**config.mk**
```make
export PLATFORM = sky130hd
export DESIGN_NAME = dual_intc
export DESIGN_NICKNAME = d
export VERILOG_FILES = /design/src/rtl/dual_intc_pkg.sv /design/src/rtl/dual_intc_regs.sv /design/src/rtl/dual_intc_prio_enc.sv /design/src/rtl/dual_intc.sv
export SDC_FILE = /design/constraint.sdc
export NUM_CORES = 1
export LEC_CHECK = 0
export BUFFER_PORTS_ARGS = -buffer_cell sky130_fd_sc_hd__buf_4
export CAP_MARGIN = 20
export CORE_MARGIN = 5
export CORE_UTILIZATION = 45
export CTS_CLUSTER_DIAMETER = 50
export DETAILED_ROUTE_END_ITERATION = 8
export PLACE_DENSITY = 0.76
export SETUP_SLACK_MARGIN = 0.4
export SYNTH_ARGS = -nofsm -noshare
export SYNTH_HDL_FRONTEND = slang
export SYNTH_SLANG_ARGS = --single-unit
```
**constraint.sdc**
```tcl
create_clock -name clk -period 12.7 [get_ports clk]
set_clock_uncertainty 0.1 [all_clocks]
set_input_delay 1.27 -clock clk [delete_from_list [all_inputs] [get_ports clk]]
set_output_delay 1.27 -clock clk [all_outputs]
set_load 0.005 [all_outputs]
```
**src/rtl/dual_intc_pkg.sv**
```systemverilog
package dual_intc_pkg;
    localparam int ADDR_W = 3;

    typedef enum logic [ADDR_W-1:0] {
        A_RAW     = 3'd0,
        A_ENABLE  = 3'd1,
        A_STEER   = 3'd2,
        A_NRM_ST  = 3'd3,
        A_FST_ST  = 3'd4,
        A_RANK    = 3'd5,
        A_NRM_WIN = 3'd6,
        A_FST_WIN = 3'd7
    } reg_addr_e;
endpackage

```
**src/rtl/dual_intc_regs.sv**
```systemverilog
module dual_intc_regs
    import dual_intc_pkg::*;
#(
    parameter int LINES  = 32,
    parameter int PROG   = 8,
    parameter int RANK_W = 3
) (
    input  logic                     clk,
    input  logic                     rst_n,
    input  logic                     wr_en_i,
    input  logic [ADDR_W-1:0]        addr_i,
    input  logic [LINES-1:0]         wr_data_i,
    output logic [LINES-1:0]         enable_o,
    output logic [LINES-1:0]         steer_o,
    output logic [PROG*RANK_W-1:0]   rank_o
);
    localparam int RANK_BITS = PROG * RANK_W;

    logic [LINES-1:0]     enable_q;
    logic [LINES-1:0]     steer_q;
    logic [RANK_BITS-1:0] rank_q;

    always_ff @(posedge clk or negedge rst_n) begin
        if (!rst_n) begin
            enable_q <= '0;
            steer_q  <= '0;
            rank_q   <= '0;
        end else if (wr_en_i) begin
            unique case (addr_i)
                A_ENABLE: enable_q <= wr_data_i;
                A_STEER:  steer_q  <= wr_data_i;
                A_RANK:   rank_q   <= wr_data_i[RANK_BITS-1:0];
                default:  ;
            endcase
        end
    end

    assign enable_o = enable_q;
    assign steer_o  = steer_q;
    assign rank_o   = rank_q;

    // a write aimed at a read-only address leaves every register unchanged
    p_ro_ignored_r9: assert property (@(posedge clk) disable iff (!rst_n)
        (wr_en_i && addr_i != A_ENABLE && addr_i != A_STEER && addr_i != A_RANK)
        |=> ($stable(enable_q) && $stable(steer_q) && $stable(rank_q)));

    // with no write strobe, configuration holds
    p_cfg_hold_r1: assert property (@(posedge clk) disable iff (!rst_n)
        !wr_en_i |=> ($stable(enable_q) && $stable(steer_q) && $stable(rank_q)));
endmodule

```
**src/rtl/dual_intc_prio_enc.sv**
```systemverilog
module dual_intc_prio_enc #(
    parameter int LINES  = 32,
    parameter int PROG   = 8,
    parameter int RANK_W = 3,
    parameter int IDX_W  = 6
) (
    input  logic [LINES-1:0]       pend_i,
    input  logic [PROG*RANK_W-1:0] rank_i,
    output logic [IDX_W-1:0]       win_o
);
    logic              found;
    logic [RANK_W-1:0] best_rank;
    logic [IDX_W-1:0]  best_idx;

    always_comb begin
        found     = 1'b0;
        best_rank = '0;
        best_idx  = '0;
        // programmable group: strict less-than keeps the lower index on a tie
        for (int i = 0; i < PROG; i++) begin
            if (pend_i[i] && (!found || rank_i[i*RANK_W +: RANK_W] < best_rank)) begin
                found     = 1'b1;
                best_rank = rank_i[i*RANK_W +: RANK_W];
                best_idx  = IDX_W'(i);
            end
        end
        // index-ordered group: scanned downward so the lowest index is kept
        if (!found) begin
            for (int i = LINES - 1; i >= PROG; i--) begin
                if (pend_i[i]) begin
                    found    = 1'b1;
                    best_idx = IDX_W'(i);
                end
            end
        end
        win_o = found ? best_idx + IDX_W'(1) : '0;
    end
endmodule

```
**src/rtl/dual_intc.sv**
```systemverilog
module dual_intc
    import dual_intc_pkg::*;
#(
    parameter int LINES  = 32,
    parameter int PROG   = 8,
    parameter int RANK_W = 3
) (
    input  logic              clk,
    input  logic              rst_n,
    input  logic [31:0]       irq_lines_i,
    input  logic [2:0]        addr_i,
    input  logic              wr_en_i,
    input  logic              rd_en_i,
    input  logic [31:0]       wr_data_i,
    output logic [31:0]       rd_data_o,
    output logic              fiq_o,
    output logic              irq_o
);
    localparam int IDX_W     = $clog2(LINES + 1);
    localparam int RANK_BITS = PROG * RANK_W;
    localparam int N_OUT     = 2;   // 0 = normal, 1 = fast

    logic [LINES-1:0]     enable_w, steer_w;
    logic [RANK_BITS-1:0] rank_w;
    logic [LINES-1:0]     nrm_st, fst_st;
    logic [LINES-1:0]     pend_arr [N_OUT];
    logic [IDX_W-1:0]     win_arr  [N_OUT];
    logic                 fiq_q, irq_q;
    logic [31:0]          rd_q;

    dual_intc_regs #(.LINES(LINES), .PROG(PROG), .RANK_W(RANK_W)) i_regs (
        .clk       (clk),
        .rst_n     (rst_n),
        .wr_en_i   (wr_en_i),
        .addr_i    (addr_i),
        .wr_data_i (wr_data_i),
        .enable_o  (enable_w),
        .steer_o   (steer_w),
        .rank_o    (rank_w)
    );

    assign nrm_st      = irq_lines_i & enable_w & ~steer_w;
    assign fst_st      = irq_lines_i & enable_w &  steer_w;
    assign pend_arr[0] = nrm_st;
    assign pend_arr[1] = fst_st;

    for (genvar g = 0; g < N_OUT; g++) begin : g_enc
        dual_intc_prio_enc #(.LINES(LINES), .PROG(PROG), .RANK_W(RANK_W), .IDX_W(IDX_W)) i_enc (
            .pend_i (pend_arr[g]),
            .rank_i (rank_w),
            .win_o  (win_arr[g])
        );
    end

    always_ff @(posedge clk or negedge rst_n) begin
        if (!rst_n) begin
            fiq_q <= 1'b0;
            irq_q <= 1'b0;
        end else begin
            fiq_q <= |fst_st;
            irq_q <= |nrm_st;
        end
    end

    always_ff @(posedge clk or negedge rst_n) begin
        if (!rst_n) begin
            rd_q <= '0;
        end else if (rd_en_i) begin
            unique case (addr_i)
                A_RAW:     rd_q <= irq_lines_i;
                A_ENABLE:  rd_q <= enable_w;
                A_STEER:   rd_q <= steer_w;
                A_NRM_ST:  rd_q <= nrm_st;
                A_FST_ST:  rd_q <= fst_st;
                A_RANK:    rd_q <= 32'(rank_w);
                A_NRM_WIN: rd_q <= 32'(win_arr[0]);
                A_FST_WIN: rd_q <= 32'(win_arr[1]);
                default:   rd_q <= '0;
            endcase
        end
    end

    assign rd_data_o = rd_q;
    assign fiq_o     = fiq_q;
    assign irq_o     = irq_q;

    // outputs follow enabled, steered lines with one cycle of delay
    p_fiq_rise_r4: assert property (@(posedge clk) disable iff (!rst_n)
        (|(irq_lines_i & enable_w & steer_w)) |=> fiq_o);
    p_fiq_fall_r4: assert property (@(posedge clk) disable iff (!rst_n)
        !(|(irq_lines_i & enable_w & steer_w)) |=> !fiq_o);
    p_irq_rise_r4: assert property (@(posedge clk) disable iff (!rst_n)
        (|(irq_lines_i & enable_w & ~steer_w)) |=> irq_o);
    p_irq_fall_r4: assert property (@(posedge clk) disable iff (!rst_n)
        !(|(irq_lines_i & enable_w & ~steer_w)) |=> !irq_o);

    // a winner is reported only when something is pending
    p_win_empty_r6: assert property (@(posedge clk) disable iff (!rst_n)
        (nrm_st == '0) |-> (win_arr[0] == '0));
    // a nonzero winner names a line that is pending
    p_win_pending_r5: assert property (@(posedge clk) disable iff (!rst_n)
        (win_arr[1] != '0) |-> fst_st[win_arr[1] - IDX_W'(1)]);
    // any pending programmable line wins ahead of the index-ordered group
    p_prog_first_r8: assert property (@(posedge clk) disable iff (!rst_n)
        (|nrm_st[PROG-1:0]) |-> (win_arr[0] != '0 && win_arr[0] <= IDX_W'(PROG)));
    // read data holds while no read is strobed
    p_rd_hold_r10: assert property (@(posedge clk) disable iff (!rst_n)
        !rd_en_i |=> $stable(rd_data_o));
endmodule

```
# After elaboration in Yosys (flattened, before gate mapping)
# Index checks and enable logic that the tools add are counted.
[totals] ff_bits=122 inputBits=71 output_inout_bits=34 wordCells=228
[classes] bitwise_logic=4 order_cmp=14 n_mux=147 addsub=2 reduce_logical=48 n_eq_ne=7
[op_table] op="$pmux 32 s8" count=1
[op_table] op="$mux 5" count=48
[op_table] op="$and 32x32->32" count=3
[op_table] op="$mux 1" count=68
[op_table] op="$mux 3" count=22
[op_table] op="$reduce_or 32->1" count=2
[op_table] op="$lt 3x3->1" count=14
[op_table] op="$not 32->32" count=1
[op_table] op="$mux 6" count=4
[op_table] op="$logic_and 1x1->1" count=14
[op_table] op="$logic_not 1->1" count=14
[op_table] op="$logic_or 1x1->1" count=14
[op_table] op="$add 6x1->6 const B" count=2
[op_table] op="$eq 3x3->1 const B" count=4
[op_table] op="$mux 2" count=4
[op_table] op="$eq 3x2->1 const B" count=2
[op_table] op="$reduce_and 2->1" count=3
[op_table] op="$eq 3x1->1 const B" count=1
[op_table] op="$logic_not 3->1" count=1

# Depth between registers and ports, before layout
# Gate-level depths: netlist (run 1).
[logic_depth] word_depth=59 mapped_depth=60 ltp_nobuf=59

# Cells and area by module
# From an unflattened synthesis (run 1), not the netlist that was laid out.
[unflattened] hier_cells=1099 area_unflattened_um2=10282.4
[modules_own_cells] module="dual_intc" n_inst=1 seq_area_each_um2=850.8 cells_per_inst=488 area_per_inst_um2=3739.8
[modules_own_cells] module="dual_intc_regs" n_inst=1 seq_area_each_um2=2202.1 cells_per_inst=189 area_per_inst_um2=3598.5
[modules_own_cells] module="dual_intc_prio_enc (g_enc[0].i_enc)" n_inst=1 seq_area_each_um2=0.0 cells_per_inst=211 area_per_inst_um2=1476.4
[modules_own_cells] module="dual_intc_prio_enc (g_enc[1].i_enc)" n_inst=1 seq_area_each_um2=0.0 cells_per_inst=211 area_per_inst_um2=1467.7

# Least setup slack after synthesis (run 1)
# No wires, ideal clock.
[synth_timing] path_kind="input to register" start="in irq_lines_i[0]" end="reg rd_q[4] (netlist: rd_data_o[4])" setup_ns=0.141 path_buffers=1 t_required_ns=12.459 arrival_time_ns=11.658 stages=54 slack_ns=0.801 path_cell_list="and3b_1 -> buf_6 -> nand2_1 -> ha_1 -> a21oi_1 -> o21ai_2 -> a21oi_1 -> nand2_1 -> o21ai_0 -> inv_1 -> ha_1 -> a21oi_1 -> a21oi_1 -> o41ai_2 -> mux2_2 -> inv_1 -> ha_1 -> nor2_1 -> [... 18 more ...] -> ha_1 -> a2111oi_0 -> nand3_1 -> o21ai_2 -> nor2_1 -> a21oi_1 -> ha_1 -> a2111oi_0 -> o21a_1 -> nor2b_4 -> a221oi_2 -> o311ai_2 -> ha_1 -> nand2_1 -> a21oi_1 -> xor2_1 -> a221oi_1 -> a211oi_1"
[synth_between] elab_chain_len=59 elab_cells_between_ends=160 cone_classes="2 x add/sub; 14 x order compare; 99 x mux; 3 x bitwise; 42 x reduce/logical"
[synth_rtl] element="from (decl)" line="dual_intc.sv:10" source="input logic [31:0] irq_lines_i,"
[synth_rtl] element="$and 32x32->32 (*)" line="dual_intc.sv:42, dual_intc.sv:43"
[synth_rtl] element="$and 32x32->32, on equally long branches" line="dual_intc.sv:43, dual_intc.sv:42"
[synth_rtl] element="$mux 3 / $mux 1 (equally long branches)" line="dual_intc_prio_enc.sv:21" source="if (pend_i[i] && (!found || rank_i[i*RANK_W +: RANK_W] < best_rank)) begin"
[synth_rtl] element="$lt 3x3->1 / $logic_not 1->1 (equally long branches)" line="dual_intc_prio_enc.sv:21"
[synth_rtl] element="$logic_or 1x1->1" line="dual_intc_prio_enc.sv:21"
[synth_rtl] element="$logic_and 1x1->1" line="dual_intc_prio_enc.sv:21"
[synth_rtl] element="$mux 3 / $mux 1 (equally long branches)" line="dual_intc_prio_enc.sv:21"
[synth_rtl] element="$lt 3x3->1 / $logic_not 1->1 (equally long branches)" line="dual_intc_prio_enc.sv:21"
[synth_rtl] element="[... 20 more ...]"
[synth_rtl] element="$logic_or 1x1->1" line="dual_intc_prio_enc.sv:21"
[synth_rtl] element="$logic_and 1x1->1" line="dual_intc_prio_enc.sv:21"
[synth_rtl] element="$mux 3" line="dual_intc_prio_enc.sv:21"
[synth_rtl] element="$mux 5 (24 in series)" line="dual_intc_prio_enc.sv:30" source="if (pend_i[i]) begin"
[synth_rtl] element="$mux 6" line="dual_intc_prio_enc.sv:28" source="if (!found) begin"
[synth_rtl] element="$add 6x1->6" line="dual_intc_prio_enc.sv:36" source="win_o = found ? best_idx + IDX_W'(1) : '0;"
[synth_rtl] element="$mux 6" line="dual_intc_prio_enc.sv:36"
[synth_rtl] element="$pmux 32 s8 (*)" line="dual_intc.sv:69" source="unique case (addr_i)"
[synth_rtl] element="to (signal assigned)" line="dual_intc.sv:70" source="A_RAW: rd_q <= irq_lines_i;"
[synth_rtl] element="to (signal assigned)" line="dual_intc.sv:71" source="A_ENABLE: rd_q <= enable_w;"
[synth_rtl] element="to (signal assigned)" line="dual_intc.sv:72" source="A_STEER: rd_q <= steer_w;"
[synth_rtl] element="to (decl)" line="dual_intc.sv:29" source="logic [31:0] rd_q;"
# Every way passes the cells marked *; elsewhere a longest branch is shown, timed or not.
# A chain may end at the register's enable or synchronous reset.

# Worst setup path in the final report (run 1)
# Same ends and word-level chain as after synthesis.

==> qor.txt, run 1 <==
outcome: finished clean
Post-CTS Hold Fix Bufs: 0
most frequent CP cell: ha_1
Tot Pwr: 1790 uW
FP Rows: 52
share of post-route cells with drive strength above 1: 26.9%
first-pass GRT wire length: 48.9 mm
asr flop ratio synth: 100%
post-route minimum period: 11.84 ns
unrepaired setup endpoints after global routing: false
DP HPWL: 22.4 mm
Synth Instances: 1,040
Distinct cells, synth: 86
CP arrival: 12.01 ns
Net count, final: 1,245
Port Buffers: 104
most frequent cells in the layout: 132 x buf_4, 122 x dfrtp_1, 113 x nand2_1
Static Leak: 0.00472 uW
crit path from: irq_lines_i[0]
total grt overflow: 0
Hold Violations, Final: 0
Setup Crit Path Kind: in2reg
commonest non-fill, non-tap cell in the layout: buf_4
Clock transition at path regs: 0.06 ns
Placed Instances: 1,389
die width: 152 um
CTS H-tree depth: 4
routed wire length: 31.7 mm
P&R area growth vs syn: 20.8%
max-slew violation count: 0
crit start category: input port
Vias/cell: 6.37
share of the synthesized area in the top cell type: 33.5%
placed cell area: 0.0102 mm^2
Final setup viols: 0
initial drt markers: 1,021
Layout Cells excl Fill: 1,427
largest net degree at the start of global routing: 67
yosys warns: 0
dominant synthesized flop cell: dfrtp_1
Setup TNS: 0 ns
crit share post-route: 93.2%
core box area: 0.0201 mm^2
syn_area_per_cell: 8.77 um^2
root buffer cell: clkbuf_16
synth top area cells: dfrtp_1 33%, mux2_2 12%, nand2_1 4.6%, ha_1 4.1%, o21ai_0 4.1%
IO Pins: 105
CP Capture Type: flop
CTS tree: done
Synth Cell Area: 0.00913 mm^2
1st-pass router iterations: 6
Placer Congestion: 0.981
Initial Util: 45.4%
# DRC: 0
Die H: 152 um
FF-to-FF path depth: 59
Filler cells: 1,776
Final Cell Area: 0.0110 mm^2
DR WL/cell: 22.2 um
register-to-register setup slack: 1.33 ns
peak supply drop: 0.0956 mV
Seq/Total Area, Yosys: 33.5%
Slew HR: 33.4%
delay of the slowest critical-path stage: 0.40 ns
final core occ: 54.8%
WHS Path Cells: 1
#FFs+latches synth: 122
initial antenna violation count: 1
Tightest Pin Transition: 0.998 ns
Max Fclk: 84.5 MHz
worst r2r src: i_regs.enable_o[0]
Post-synth EDFFs: 0
Max-cap violations: 0
hold_sp: rd_data_o[18]
CP max FO: 7
Detail Route Antenna Nets: 0
Worst path slowest cell: a2111oi_4
Power Density: 162 mW/mm^2
Clock Latency Late Sink: 0.43 ns
TritonCTS Buffers: 17
clk sinks: 122
worst path required time: 12.87 ns
Total GRT Usage: 26.3%
vias post-DR: 9,088
biggest area consumer among synthesized cells: dfrtp_1
Post-Synthesis Net Count: 1,141
clk buf depth: 2
die area: 0.0232 mm^2
vias in the first global route: 8,902
Hold Crit Class: reg2reg
number of diodes: 0
cells in the mapped netlist, types with 13 or more instances:
| cell | number |
|---|---|
| nand2_1 | 113 |
| a32oi_1 | 18 |
| dfrtp_1 | 122 |
| a21oi_1 | 66 |
| clkbuf_1 | 40 |
| o211ai_1 | 20 |
| mux2i_1 | 19 |
| mux2_2 | 98 |
| a31oi_1 | 17 |
| ha_1 | 30 |
| inv_1 | 50 |
| o21ai_0 | 74 |
| nand3_1 | 41 |
| and3_1 | 18 |
| a32o_1 | 13 |
| o21a_1 | 18 |
| nand3b_1 | 20 |
| nor2_1 | 70 |
worst paths after layout:
kind / endpoint
setup / recovery: rd_data_o[4]
hold / removal: rd_data_o[18]
setup reg to reg: rd_data_o[4]
hold reg to reg: rd_data_o[18]
max in group asynchronous: rd_data_o[4]
min in group asynchronous: i_regs.steer_o[30]
flip-flops by register name (all words and copies together) (netlist names):
signal           cells
i_regs.enable_o     32
i_regs.steer_o      32
rd_data_o           32
i_regs.rank_o       24
fiq_o                1
irq_o                1
cell families after synthesis:
logic type	count (synthesis)	synth area share, %
DFF	122	33.5
and+or+nand+nor	349	19.5
buffers and inverters	97	4.09
muxes	118	14.3
adders and majority gates	30	4.11
AOI/OAI and AO/OA	319	24.0
xor gates and xnor gates	5	0.480
area by class of cell:
class	count	area, um^2	area share [%]
Clock inverter	10	114	1.03
Sequential cell	122	3050	27.7
Multi-Input combinational cell	821	5850	53.0
Timing Repair Buffer	132	991	8.99
Tap cell	270	338	3.06
Inverter	50	188	1.70
Clock buffer	22	494	4.48
critical path: cells and delay by family:
| family | cells | cell delay [ns] |
|---|---|---|
| adder cells (fa/ha/maj) | 8 | 2.18 |
| buffers and inverters | 6 | 0.67 |
| AND/OR/NAND/NOR | 16 | 2.07 |
| multiplexers | 3 | 0.92 |
| XOR/XNOR | 1 | 0.17 |
| AO/OA/AOI/OAI | 26 | 4.72 |
stage by stage:
step | worst slack, ns | hold WS (ns)
final | 0.860 | 0.381
after global routing | 0.169 | 0.401
after global placement | 0.399 | 0.366
after detailed placement | 0.00964 | 0.372
after floorplan | 0.801 | 0.374
after CTS | 0.412 | 0.385
metal layers:
metal  routed length [um]  global-route usage (%)
met4                 1520                    14.3
met2                14900                    42.4
met5                    0                       0
met3                 2620                    5.79
met1                12600                    32.8
power by group:
| group | internal [uW] | switching (uW) | total [uW] |
|---|---|---|---|
| Clock | 315 | 188 | 503 |
| Combinational | 320 | 383 | 702 |
| Sequential | 466 | 118 | 584 |
| Total | 1100 | 688 | 1790 |
what timing repair did:
action,in CTS,in global routing
gates resized for setup,0,33
buffers inserted,0,6
endpoints found under the setup margin,0,6
(Power assumes the default switching activity.)
==> run 2: changes to the inputs <==
Settings changed: BUFFER_PORTS_ARGS -buffer_cell sky130_fd_sc_hd__buf_4 to -buffer_cell sky130_fd_sc_hd__buf_2, PLACE_DENSITY 0.76 to unset, PLACE_DENSITY_LB_ADDON set to 0.1.
==> run 2 against run 1 <==
Sequential power about the same. Combinational power is 2% lower. Global-route usage increased by 0.37 points. Register-to-register slack improved by 0.33 ns. Final area down 2.3%. Hold slack lost 0.0097 ns. Sequential share of layout area is 0.67 points higher. Worst setup slack improved by 0.26 ns. Critical path type unchanged. Critical endpoint unchanged.
==> qor.txt, run 2 (synthesis gave the netlist of run 1 again) <==
outcome: finished clean
Vias/cell: 6.19 (-2.7%)
largest net degree at the start of global routing: 70 (+4.5%)
1st-pass router iterations: 7 (+1)
FP Rows: 52 (unchanged)
TritonCTS Buffers: 17 (unchanged)
Slew HR: 38.2% (+4.8 points)
Total GRT Usage: 26.6% (+0.37 points)
Setup Crit Path Kind: in2reg
Clock Latency Late Sink: 0.43 ns (about the same)
IO Pins: 105 (unchanged)
initial drt markers: 644 (-37%)
crit path from: irq_lines_i[0]
total grt overflow: 0 (unchanged)
Tot Pwr: 1720 uW (-3.6%)
commonest non-fill, non-tap cell in the layout: dfrtp_1
crit start category: input port
DP Worst Slack: -0.229 ns (-0.239 ns)
worst r2r src: i_regs.enable_o[0]
DP HPWL: 22.3 mm (-0.26%)
Setup TNS: 0 ns (unchanged)
# DRC: 0 (unchanged)
post-route minimum period: 11.58 ns (-0.263 ns)
DR WL/cell: 22.0 um (-0.84%)
hold_sp: rd_data_o[20]
clk buf depth: 2 (unchanged)
Final setup viols: 0 (unchanged)
Post-CTS Hold Fix Bufs: 0 (unchanged)
Worst path slowest cell: a2111o_1
Clock transition at path regs: 0.06 ns (about the same)
Hold Violations, Final: 0 (unchanged)
CTS H-tree depth: 4 (unchanged)
Detail Route Antenna Nets: 0 (unchanged)
core box area: 0.0201 mm^2 (unchanged)
initial antenna violation count: 2 (+1)
crit share post-route: 91.2% (-2.1 points)
root buffer cell: clkbuf_16
vias in the first global route: 8,672 (-2.6%)
P&R area growth vs syn: 18.0%
Static Leak: 0.00461 uW (-2.4%)
Net count, final: 1,247 (+0.16%)
CP arrival: 11.74 ns (-0.27 ns)
delay of the slowest critical-path stage: 0.43 ns (+0.03 ns)
CP max FO: 7 (unchanged)
Filler cells: 1,899 (+6.9%)
die area: 0.0232 mm^2 (unchanged)
clk sinks: 122 (unchanged)
Die H: 152 um (unchanged)
share of post-route cells with drive strength above 1: 27.4% (+0.52 points)
Setup WS post-layout: 1.12 ns (+0.263 ns)
CP Capture Type: flop
die width: 152 um (unchanged)
routed wire length: 31.4 mm (-0.77%)
Max-cap violations: 0 (unchanged)
Final Cell Area: 0.0108 mm^2 (-2.3%)
CTS tree: done
worst path required time: 12.86 ns (about the same)
register-to-register setup slack: 1.66 ns (+0.33 ns)
Hold Crit Class: reg2reg
Port Buffers: 104 (unchanged)
Max Fclk: 86.4 MHz (+2.3%)
Placer Congestion: 0.912 (-7.1%)
placed cell area: 0.00995 mm^2 (-2.7%)
vias post-DR: 8,846 (-2.7%)
most frequent cells in the layout: 122 x dfrtp_1, 113 x nand2_1, 103 x buf_2
Power Density: 160 mW/mm^2 (-1.3%)
max-slew violation count: 0 (unchanged)
unrepaired setup endpoints after global routing: false
Initial Util: 45.4% (unchanged)
final core occ: 53.5% (-1.3 points)
Tightest Pin Transition: 0.926 ns (-0.0722 ns)
first-pass GRT wire length: 49.4 mm (+0.99%)
peak supply drop: 0.0982 mV (+2.7%)
most frequent CP cell: ha_1
## run 2: cell types whose count changed in the layout (fill, tap and decap cells not counted), sizes merged
cell	change
clkbuf	-4
buf	+2
clkinvlp	+2
bufinv	-1
clkinv	+1
diode	+1
## run 2: layout make-up
class                           count  area [um^2]  share of cell area (%)
Timing Repair Buffer              134          748                    6.95
Tap cell                          270          338                    3.14
Inverter                           50          188                    1.74
Multi-Input combinational cell    821         5900                    54.8
Antenna cell                        1         2.50                  0.0232
Clock buffer                       18          429                    3.99
Sequential cell                   122         3050                    28.4
Clock inverter                     12          104                   0.965
## run 2: path summary, 6_finish.rpt
check / end / depth (start not counted)
min in group asynchronous: rd_data_o[31] / 1
hold / removal: rd_data_o[20] / 1
setup reg to reg: rd_data_o[4] / 56
max in group asynchronous: i_regs.rank_o[14] / 2
setup / recovery: rd_data_o[4] / 57
hold reg to reg: rd_data_o[20] / 1
## run 2: repair_timing
action                                  in CTS  in global routing
buffers inserted                             0                 11
endpoints found under the setup margin       4                  6
gates resized for setup                      4                 39
pin swaps                                    0                 14
## run 2: power by group
group / internal [uW] / switching, uW / leakage [uW] / total (uW)
logic: 307 / 381 / 0.00288 / 689
registers: 466 / 116 / 0.00147 / 582
clock network: 266 / 189 / 0.000258 / 454
## run 2: critical path: cells and delay by family
| family | cells | cell delay, ns |
|---|---|---|
| AOI/OAI and AO/OA | 25 | 4.67 |
| xor gates and xnor gates | 1 | 0.15 |
| adders and majority gates | 8 | 2.16 |
| buffers and inverters | 5 | 0.51 |
| muxes | 3 | 0.84 |
| and+or+nand+nor | 15 | 2.11 |
## run 2: metal layers
metal  vias to the layer above  track usage, %  part of all wire [%]
li1                       4139               -                     -
met1                      4344            35.1                    43
met2                       313            44.6                    49
met3                        48            5.08                   6.1
met4                         2            7.83                   2.0
met5                         -               0                 0.041
## run 2: stage by stage
stage	instances	hold WS, ns
6_report	1428	0.371
2_1_floorplan	1040	0.374
3_5_place_dp	1386	0.363
5_1_grt	1428	0.386
4_1_cts	1416	0.376
3_3_place_gp	1386	0.359
==> run 3: changes to the inputs <==
Settings changed: BUFFER_PORTS_ARGS -buffer_cell sky130_fd_sc_hd__buf_2 to -buffer_cell sky130_fd_sc_hd__clkbuf_2.
==> run 3 against run 2 <==
Combinational power barely moved. Highest routed layer is now met4. Largest power group unchanged. Hold slack improved by 0.0064 ns. Critical endpoint unchanged. Utilization rose by 0.64 points. Via count rose by 0.36%. Worst setup slack got worse by 0.11 ns. First-iteration DRC count fell by 8.9%. Cell count rose by 0.70%. Clock power rose by 19%.
==> qor.txt, run 3 (synthesis gave the netlist of run 1 again) <==
outcome: finished clean
Filler cells: 1,863 (-1.9%)
post-route minimum period: 11.69 ns (+0.111 ns)
DP HPWL: 22.2 mm (-0.51%)
placed cell area: 0.0100 mm^2 (+0.68%)
largest net degree at the start of global routing: 66 (-5.7%)
clk buf depth: 2 (unchanged)
vias in the first global route: 8,688 (+0.18%)
Clock transition at path regs: 0.06 ns (about the same)
max-slew violation count: 0 (unchanged)
Max-cap violations: 0 (unchanged)
root buffer cell: clkbuf_16
Die H: 152 um (unchanged)
CP Capture Type: flop
initial antenna violation count: 0 (-2)
FP Rows: 52 (unchanged)
Top delay family on crit path: compound AO/OA/AOI/OAI gates
most frequent CP cell: ha_1
Net count, final: 1,256 (+0.72%)
Worst path slowest cell: a2111oi_2
initial drt markers: 587 (-8.9%)
P&R area growth vs syn: 19.4%
peak supply drop: 0.105 mV (+7.3%)
CP max FO: 7 (unchanged)
Vias/cell: 6.17 (-0.34%)
first-pass GRT wire length: 48.9 mm (-0.92%)
worst path required time: 12.86 ns (about the same)
Hold Crit Class: reg2reg
Initial Util: 45.4% (unchanged)
total grt overflow: 0 (unchanged)
Final Cell Area: 0.0109 mm^2 (+1.2%)
commonest non-fill, non-tap cell in the layout: dfrtp_1
worst path bufs/invs: 6 (+1)
number of diodes: 0 (-1)
unrepaired setup endpoints after global routing: false
area of the multi-input gates: 0.00586 mm^2 (-0.78%)
Setup Crit Path Kind: in2reg
Static Leak: 0.00474 uW (+2.9%)
crit start category: input port
core box area: 0.0201 mm^2 (unchanged)
share of post-route cells with drive strength above 1: 27.8% (+0.43 points)
Post-CTS Hold Fix Bufs: 0 (unchanged)
# DRC: 0 (unchanged)
Port Buffers: 104 (unchanged)
Final setup viols: 0 (unchanged)
CP arrival: 11.85 ns (+0.11 ns)
IO Pins: 105 (unchanged)
Hold Violations, Final: 0 (unchanged)
sequential cell area: 0.00305 mm^2 (unchanged)
TritonCTS Buffers: 17 (unchanged)
1st-pass router iterations: 5 (-2)
DR WL/cell: 21.7 um (-1.2%)
Detail Route Antenna Nets: 0 (unchanged)
Layout Cells excl Fill: 1,438 (+0.70%)
routed wire length: 31.3 mm (-0.54%)
Tightest Pin Transition: 0.899 ns (-0.0274 ns)
Placer Congestion: 0.909 (-0.26%)
Clock Latency Late Sink: 0.43 ns (about the same)
Power Density: 166 mW/mm^2 (+3.6%)
CTS H-tree depth: 4 (unchanged)
crit share post-route: 92.0% (+0.87 points)
Placed Instances: 1,395 (+0.65%)
Slew HR: 40.0% (+1.8 points)
Total GRT Usage: 26.5% (-0.13 points)
die area: 0.0232 mm^2 (unchanged)
die width: 152 um (unchanged)
most frequent cells in the layout: 122 x dfrtp_1, 113 x nand2_1, 103 x clkbuf_2
CTS tree: done
vias post-DR: 8,878 (+0.36%)
delay of the slowest critical-path stage: 0.43 ns (about the same)
Max Fclk: 85.6 MHz (-0.95%)
register-to-register setup slack: 1.53 ns (-0.13 ns)
clk sinks: 122 (unchanged)
==> run 3: cell type report <==
class,instances,area share (%)
multi-input combinational,821,53.8
sequential,122,28.0
timing repair buffer,143,7.49
clock buffer,19,4.16
tap,270,3.10
clock inverter,13,1.75
inverter,50,1.72
==> run 3: worst reg2reg max path: cells and delay by family, from the launching register on <==
family          cells  cell delay (ns)
fa+ha+maj           8             2.20
buf+inv             5             0.45
simple gates       13             1.78
flops               1             0.42
mux                 4             1.35
xor+xnor            1             0.09
compound gates     24             4.61
==> run 3: routing by layer <==
layer	part of all wire, %	track usage, %	vias up
li1	-	-	4167
met1	43	35.2	4319
met2	48	43.4	335
met3	6.5	4.94	57
met4	2.7	9.38	0
met5	0	0	-
==> run 3: final timing paths <==
| path | from | to | depth (start not counted) |
|---|---|---|---|
| worst min register to register | rd_data_o[20] | rd_data_o[20] | 1 |
| worst max-delay path | irq_lines_i[0] | rd_data_o[4] | 56 |
| max in group asynchronous | rst_n | rd_data_o[7] | 2 |
| worst max register to register | i_regs.steer_o[0] | rd_data_o[4] | 55 |
| min in group asynchronous | rst_n | rd_data_o[31] | 1 |
| worst min-delay path | rd_data_o[20] | rd_data_o[20] | 1 |
==> run 3: repair_timing <==
item / in CTS / in global routing
resized for setup: 3 / 35
setup buffers: 0 / 11
endpoints found under the setup margin: 4 / 6
pin swaps: 0 / 4
==> run 3: per-stage QoR <==
step           setup WS [ns]  utilization [%]  hold slack, ns  total power, uW  setup TNS, ns
3_3_place_gp          -0.359             49.8           0.363             1210          -1.03
6_report                1.01             54.2           0.378             1810              0
5_1_grt                0.353             54.2           0.399             1920              0
4_1_cts                0.452             53.1           0.384             1770              0
3_5_place_dp          -0.335             49.8           0.371             1220         -0.952
2_1_floorplan          0.801                -           0.374             1000              0
==> run 3: report_power, final <==
group | switching (uW) | internal, uW | leakage (uW)
clock | 198 | 341 | 0.000314
combinational | 376 | 312 | 0.00296
sequential | 115 | 466 | 0.00147
total | 690 | 1120 | 0.00474
